### src/rtl/cfg_cmd_pkg.sv
package cfg_cmd_pkg;
  typedef enum logic [2:0] {
    ST_IDLE     = 3'd0,
    ST_PROG     = 3'd1,
    ST_CMT_LOCK = 3'd2,
    ST_CMT_OPEN = 3'd3,
    ST_RDBK     = 3'd4
  } cfg_state_e;

  localparam int NUM_WORDS = 6;
  localparam int WORD_W    = 8;
  localparam int ADDR_W    = 3;
  localparam int ENTRY_LEN = 6;
  localparam int CMD_LEN   = ADDR_W + WORD_W;
  localparam int IDX_W     = $clog2(NUM_WORDS);

  localparam logic [ENTRY_LEN-1:0] SEQ_PROG = 6'b001100;
  localparam logic [ENTRY_LEN-1:0] SEQ_RDBK = 6'b111011;
  localparam logic [ADDR_W-1:0]    JMP_TAG  = 3'b111;
  localparam logic [WORD_W-1:0]    JMP_LOCK = 8'h55;
  localparam logic [WORD_W-1:0]    JMP_OPEN = 8'hF0;
  localparam logic [WORD_W-1:0]    JMP_EXIT = 8'h00;
endpackage

### src/rtl/cfg_bit_framer.sv
module cfg_bit_framer #(
  parameter int MAX_LEN = 11,
  localparam int LW = $clog2(MAX_LEN + 1)
) (
  input  logic               clk,
  input  logic               rst_n,
  input  logic               clr,
  input  logic               bit_stb,
  input  logic               bit_val,
  input  logic [LW-1:0]      frame_len,
  output logic               frame_done,
  output logic [MAX_LEN-1:0] frame_word
);
  logic [LW-1:0]      cnt_q, cnt_d;
  logic [MAX_LEN-2:0] shf_q, shf_d;

  assign frame_word = {shf_q, bit_val};
  assign frame_done = bit_stb && !clr && (cnt_q == frame_len - LW'(1));

  always_comb begin
    cnt_d = cnt_q;
    shf_d = shf_q;
    if (clr || frame_done) begin
      cnt_d = '0;
      shf_d = '0;
    end else if (bit_stb) begin
      cnt_d = cnt_q + LW'(1);
      shf_d = {shf_q[MAX_LEN-3:0], bit_val};
    end
  end

  always_ff @(posedge clk or negedge rst_n) begin
    if (!rst_n) begin
      cnt_q <= '0;
      shf_q <= '0;
    end else begin
      cnt_q <= cnt_d;
      shf_q <= shf_d;
    end
  end


  clr_restart_chk: assert property (@(posedge clk) disable iff (!rst_n)
    (clr || frame_done) |=> (cnt_q == '0));
endmodule

### src/rtl/cfg_evt_count.sv
module cfg_evt_count #(
  parameter int LIMIT = 10,
  localparam int CW = $clog2(LIMIT + 1)
) (
  input  logic clk,
  input  logic rst_n,
  input  logic en,
  input  logic inc,
  output logic reached
);
  logic [CW-1:0] cnt_q, cnt_d;

  assign reached = (cnt_q == CW'(LIMIT));

  always_comb begin
    cnt_d = cnt_q;
    if (!en)                    cnt_d = '0;
    else if (inc && !reached)   cnt_d = cnt_q + CW'(1);
  end

  always_ff @(posedge clk or negedge rst_n) begin
    if (!rst_n) cnt_q <= '0;
    else        cnt_q <= cnt_d;
  end


  count_restart_chk: assert property (@(posedge clk) disable iff (!rst_n)
    !en |=> !reached);
endmodule

### src/rtl/cfg_shadow_bank.sv
module cfg_shadow_bank #(
  parameter int N = 6,
  parameter int W = 8,
  localparam int IW = $clog2(N)
) (
  input  logic           clk,
  input  logic           rst_n,
  input  logic           wr_en,
  input  logic [IW-1:0]  wr_idx,
  input  logic [W-1:0]   wr_data,
  output logic [N*W-1:0] words_o
);
  for (genvar i = 0; i < N; i++) begin : g_word
    logic [W-1:0] word_q;
    logic         hit;
    assign hit = wr_en && (wr_idx == IW'(i));
    always_ff @(posedge clk or negedge rst_n) begin
      if (!rst_n)   word_q <= '0;
      else if (hit) word_q <= wr_data;
    end
    assign words_o[i*W +: W] = word_q;
  end


  hold_words_chk: assert property (@(posedge clk) disable iff (!rst_n)
    !wr_en |=> $stable(words_o));
endmodule

### src/rtl/cfg_cmd_fsm.sv
module cfg_cmd_fsm
  import cfg_cmd_pkg::*;
#(
  parameter int DWELL_MS   = 10,
  parameter int RB_STROBES = 60
) (
  input  logic                        clk,
  input  logic                        rst_n,
  input  logic                        bit_val,
  input  logic                        bit_stb,
  input  logic                        tmo,
  input  logic                        ms_tick,
  input  logic                        chip_en,
  output logic [NUM_WORDS*WORD_W-1:0] cfg_words,
  output logic [2:0]                  state_o,
  output logic                        commit_pulse,
  output logic                        commit_lock,
  output logic                        readback_req,
  output logic                        pwr_dn
);
  localparam int LW = $clog2(CMD_LEN + 1);

  cfg_state_e         state_q, state_d;
  logic               locked_q, locked_d;
  logic               cpulse_d, clock_d, rbreq_d;
  logic               in_commit, frame_done, dwell_done, rb_done;
  logic               fr_clr, wr_en;
  logic [LW-1:0]      frame_len;
  logic [CMD_LEN-1:0] fw;
  logic [ADDR_W-1:0]  tgt;
  logic [WORD_W-1:0]  payload;

  assign in_commit = (state_q == ST_CMT_LOCK) || (state_q == ST_CMT_OPEN);
  assign frame_len = (state_q == ST_IDLE) ? LW'(ENTRY_LEN) : LW'(CMD_LEN);
  assign fr_clr    = tmo || (state_q == ST_RDBK);
  assign tgt       = {fw[CMD_LEN-3], fw[CMD_LEN-2], fw[CMD_LEN-1]};
  assign payload   = fw[WORD_W-1:0];

  cfg_bit_framer #(.MAX_LEN(CMD_LEN)) u_framer (
    .clk, .rst_n, .clr(fr_clr), .bit_stb, .bit_val,
    .frame_len, .frame_done, .frame_word(fw)
  );

  cfg_evt_count #(.LIMIT(DWELL_MS)) u_dwell (
    .clk, .rst_n, .en(in_commit), .inc(ms_tick), .reached(dwell_done)
  );

  cfg_evt_count #(.LIMIT(RB_STROBES)) u_rbcnt (
    .clk, .rst_n, .en(state_q == ST_RDBK), .inc(bit_stb), .reached(rb_done)
  );

  cfg_shadow_bank #(.N(NUM_WORDS), .W(WORD_W)) u_bank (
    .clk, .rst_n, .wr_en, .wr_idx(tgt[IDX_W-1:0]), .wr_data(payload),
    .words_o(cfg_words)
  );

  always_comb begin
    state_d  = state_q;
    locked_d = locked_q;
    cpulse_d = 1'b0;
    clock_d  = commit_lock;
    rbreq_d  = 1'b0;
    wr_en    = 1'b0;
    unique case (state_q)
      ST_IDLE: if (frame_done) begin
        if (fw[ENTRY_LEN-1:0] == SEQ_PROG) begin
          state_d = ST_PROG;
        end else if (fw[ENTRY_LEN-1:0] == SEQ_RDBK) begin
          state_d = ST_RDBK;
          rbreq_d = 1'b1;
        end
      end
      ST_PROG: if (frame_done) begin
        if (tgt == JMP_TAG) begin
          if (payload == JMP_LOCK || payload == JMP_OPEN) begin
            state_d  = (payload == JMP_LOCK) ? ST_CMT_LOCK : ST_CMT_OPEN;
            cpulse_d = !locked_q;
            if (!locked_q) begin
              clock_d  = (payload == JMP_LOCK);
              locked_d = (payload == JMP_LOCK);
            end
          end else begin
            state_d = ST_IDLE;
          end
        end else if (tgt < ADDR_W'(NUM_WORDS)) begin
          wr_en = 1'b1;
        end
      end
      ST_CMT_LOCK, ST_CMT_OPEN:
        if (frame_done && tgt == JMP_TAG && payload == JMP_EXIT && dwell_done)
          state_d = ST_IDLE;
      ST_RDBK: if (rb_done) state_d = ST_IDLE;
      default: state_d = ST_IDLE;
    endcase
  end

  always_ff @(posedge clk or negedge rst_n) begin
    if (!rst_n) begin
      state_q      <= ST_IDLE;
      locked_q     <= 1'b0;
      commit_pulse <= 1'b0;
      commit_lock  <= 1'b0;
      readback_req <= 1'b0;
    end else begin
      state_q      <= state_d;
      locked_q     <= locked_d;
      commit_pulse <= cpulse_d;
      commit_lock  <= clock_d;
      readback_req <= rbreq_d;
    end
  end

  assign state_o = state_q;
  assign pwr_dn  = (state_q == ST_IDLE) && !chip_en;


  commit_entry_chk: assert property (@(posedge clk) disable iff (!rst_n)
    commit_pulse |-> (in_commit && $past(state_q) == ST_PROG));

  sealed_quiet_chk: assert property (@(posedge clk) disable iff (!rst_n)
    (locked_q && !commit_pulse) |=> !commit_pulse);

  dwell_hold_chk: assert property (@(posedge clk) disable iff (!rst_n)
    (in_commit && !dwell_done) |=> (state_q != ST_IDLE));

  rdbk_entry_chk: assert property (@(posedge clk) disable iff (!rst_n)
    readback_req |-> (state_q == ST_RDBK && $past(state_q) == ST_IDLE));
endmodule

### config.mk
export PLATFORM = sky130hd
export DESIGN_NAME = cfg_cmd_fsm
export DESIGN_NICKNAME = d
export VERILOG_FILES = /design/src/rtl/cfg_cmd_pkg.sv /design/src/rtl/cfg_bit_framer.sv /design/src/rtl/cfg_evt_count.sv /design/src/rtl/cfg_shadow_bank.sv /design/src/rtl/cfg_cmd_fsm.sv
export SDC_FILE = /design/constraint.sdc
export NUM_CORES = 1
export LEC_CHECK = 0
export ABC_AREA = 1
export BUFFER_PORTS_ARGS = -buffer_cell sky130_fd_sc_hd__buf_2
export CAP_MARGIN = 20
export CELL_PAD_IN_SITES_DETAIL_PLACEMENT = 0
export CELL_PAD_IN_SITES_GLOBAL_PLACEMENT = 1
export CORE_MARGIN = 5
export CORE_UTILIZATION = 42
export DETAILED_ROUTE_END_ITERATION = 16
export PLACE_DENSITY_LB_ADDON = 0.1
export SLEW_MARGIN = 20
export SYNTH_ARGS = -nofsm -noshare
export SYNTH_HDL_FRONTEND = slang
export SYNTH_SLANG_ARGS = --single-unit
### constraint.sdc
create_clock -name clk -period 2.1 [get_ports clk]
set_input_delay 0 -clock clk [delete_from_list [all_inputs] [get_ports clk]]
set_output_delay 0 -clock clk [all_outputs]
set_load 0.01 [all_outputs]
==> impl_metrics.py <==
metrics = {
    "outcome": {
        "status": "finished clean",
    },
    "clock_tree": {
        "numCtsBuffers": 9,
        "clock_sinks": 79,
        "root_buffer": "clkbuf_8",
        "worstSkewPairLatency_ns": 0.35,
        "cts_tree": "done",
        "cts-htree-levels": 3,
        "cts_setup_buffers": 0,
        "cts_resized": 0,
        "path_clk_slew_ns": 0.09,
        "cts.path.max_buffers": 2,
        "hold_buffers": 4,
    },
    "sta": {
        "finalHoldViolations": 0,
        "fmax_ghz": 0.575,
        "fin_crit_ns": 1.74,
        "slew_viol_final": 0,
        "rsz0062_at_grt": "false",
        "relSlewSlack": 0.685,
        "worstMarginPinSlew_ns": 0.472,
        "fin_tns_setup_ns": 0,
        "finalSetupViolCount": 0,
        "skew_ns": 0.0125,
        "fin_crit_sh": 0.828,
    },
    "layout": {
        "syn_to_final_growth_pct": 18.3,
        "drive_gt1_frac": 0.245,
        "final_core_util": 0.500,
        "num_antenna_cells": 0,
        "nets": 497,
    },
    "power_and_ir_drop": {
        "vdd_drop_max_mv": 0.470,
        "switchingPower_mw": 0.927,
        "p_sw_frac": 0.300,
        "power_density_nw_per_um2": 719,
        "sequentialPowerShare": 0.535,
        "cellLeakagePower_nw": 2.38,
        "pwr-share-comb": 0.112,
        "p_int_mw": 2.16,
        "clkPwrFrac": 0.353,
    },
    "critical_path": {
        "crit_top_cell": "nand2_1",
        "path_depth": 10,
        "reg2reg_to": "u_bank.g_word[1].word_q[5]$_DFFE_PN0P_",
        "rr_startpoint": "state_o[2]$_DFFE_PN0P_",
        "required_ns": 2.34,
        "reg2regPathDepth": 10,
        "cp-end-kind": "flop",
        "crit_path_max_fanout": 8,
        "crit_start": "state_o[2]$_DFFE_PN0P_",
        "slowest_delay_ns": 0.44,
        "cp_data_arrival_time_ns": 1.98,
        "r2r_slack_ns": 0.36,
        "cp_top_family": "simple AND/OR/NAND/NOR gates",
        "endpoint": "u_bank.g_word[1].word_q[5]$_DFFE_PN0P_",
        "path_class": "reg2reg",
        "slowest_stage": "dfrtp_1",
        "path_buf_inv": 1,
        "critPathLaunchType": "flop",
        "crit_chain": "nor2_2, nand2_1, nand2_1, nand2_2, nor2_8, nand2_8, inv_8, nand3_2, nand2_1, nand2_1",
    },
    "synth": {
        "synthCells": 413,
        "ys_ff_latch": 79,
        "yosysTopAreaCellShare": 0.544,
        "yosys.cell_types.count": 28,
        "yosysWarnings": 0,
        "synthesis.area_um2": 3630,
        "syn_area_per_cell_um2": 8.79,
        "synth_area_leaders": "dfrtp_1, nand2_1, inv_1, o21ai_2, nor2_1",
        "yosys.area.top_type": "dfrtp_1",
        "synthesis.nets": 425,
        "ys_seq_area_frac": 0.544,
    },
    "grt": {
        "grt_pass1_vias": 2734,
        "grt_overflow": 0,
        "grt_usage": 0.168,
        "grt_first_pass_wirelength_um": 13800,
        "antenna_found_initial": 0,
        "grt_max_degree": 46,
    },
    "floorplan": {
        "die_height_um": 103,
        "io_pins": 62,
        "coreArea_um2": 8590,
        "rows": 34,
        "start_util": 0.423,
        "die_x_um": 103,
        "die_area_um2": 10600,
    },
    "route": {
        "via_per_inst": 4.78,
        "wl_per_cell_um": 14.1,
        "route.detailed.drc": 0,
        "dr.pass1.iters": 5,
        "drt_iter0_markers": 152,
        "routed_wl_um": 8460,
        "ant_nets": 0,
        "vias": 2857,
    },
    "place": {
        "dp_hpwl_um": 5940,
        "gp_congestion": 0.765,
        "portBuffers": 61,
    },
    "run": {
        "cap_violations": 0,
    },
    "hold_path": {
        "hold_path.class": "in2reg",
    },
}
kinds of logic after synthesis:
logic type / Yosys count / synth area share
simple gates: 233 / 0.295
compound gates: 47 / 0.0865
buf+inv: 49 / 0.0575
fa+ha+maj: 5 / 0.0172
flops: 79 / 0.544
metal layers:
metal,global-route usage,routed length [um],vias to the layer above
met4,0.0578,112,0
met2,0.249,3660,61
li1,-,-,1462
met1,0.247,4290,1325
met5,0,0,-
met3,0.0298,389,9
power groups by stage:
stage                     clock network, mW  registers (mW)  logic (mW)
after floorplan                           0            1.67       0.243
after global placement                    0            1.68       0.334
after detailed placement                  0            1.68       0.345
after CTS                              1.13            1.65       0.350
after global routing                   1.19            1.67       0.401
final                                  1.09            1.65       0.345
through the flow:
| step | power (mW) | worst slack [ns] | std cells | hold WS, ns | instance area, um^2 |
|---|---|---|---|---|---|
| 3_3_place_gp | 2.02 | 0.345 | 578 | -0.0118 | 4070 |
| 5_1_grt | 3.26 | 0.152 | 598 | 0.126 | 4300 |
| 3_5_place_dp | 2.03 | 0.365 | 578 | -0.00624 | 4070 |
| 4_1_cts | 3.13 | 0.346 | 598 | 0.0910 | 4300 |
| 6_report | 3.09 | 0.361 | 598 | 0.117 | 4300 |
| 2_1_floorplan | 1.91 | 0.497 | 413 | -0.296 | 3630 |
worst min-delay path by stage:
stage | from | to | slack (ns) | cells past startpoint
floorplan | rst_n | commit_lock$_DFFE_PN0P_ | -0.30 | 0
global placement | rst_n | u_bank.g_word[4].word_q[5]$_DFFE_PN0P_ | -0.01 | 1
detailed placement | rst_n | u_bank.g_word[4].word_q[5]$_DFFE_PN0P_ | -0.006 | 1
CTS | bit_stb | u_rbcnt.cnt_q[3]$_DFFE_PN0P_ | 0.09 | 5
global route | bit_stb | u_rbcnt.cnt_q[3]$_DFFE_PN0P_ | 0.13 | 5
finish | bit_stb | u_rbcnt.cnt_q[3]$_DFFE_PN0P_ | 0.12 | 5
tightest hold or removal path: cells and delay by family:
family,cells,cell delay (ns)
compound gates,2,0.23
buf+inv,1,0.12
simple gates,2,0.09
state kept, by name (all words and copies together) (netlist names):
name and count:
locked_q 1, state_o 3, u_rbcnt.cnt_q 6, u_framer.cnt_q 4, readback_req 1, u_framer.shf_q 10
commit_lock 1, u_bank.g_word.word_q 48, u_dwell.cnt_q 4, commit_pulse 1
area by class of cell:
class / instances / area [um^2]
repair buffers: 69 / 390
well taps: 108 / 135
multi-input cells: 285 / 1450
clock inverters: 7 / 61.3
clock buffers: 9 / 124
flip-flops and latches: 79 / 1980
fillers: 860 / 4300
inverters: 41 / 161
synth_stat cells, drive strengths merged:
cell type	instances
a21boi	1
nor3	11
a21oi	8
inv	41
or2	1
nand4	4
nand3	23
o31ai	1
nand2	158
clkbuf	4
o21ai	26
nor2	34
buf	4
ha	5
dfrtp	79
and3	2
o22ai	11
cells in the final DEF (no fill, tap or decap), drive strengths merged, types with 2 or more instances in the layout:
| cell type | synthesis | layout |
|---|---|---|
| a21oi | 8 | 8 |
| o22ai | 11 | 11 |
| inv | 41 | 46 |
| dfrtp | 79 | 79 |
| dlygate4sd3 | 0 | 4 |
| nand4 | 4 | 4 |
| ha | 5 | 5 |
| nor3 | 11 | 11 |
| clkbuf | 4 | 9 |
| o21ai | 26 | 26 |
| nor2 | 34 | 34 |
| nand2 | 158 | 158 |
| nand3 | 23 | 23 |
| buf | 4 | 65 |
| and3 | 2 | 2 |
Power figures use the tool's default switching activity.
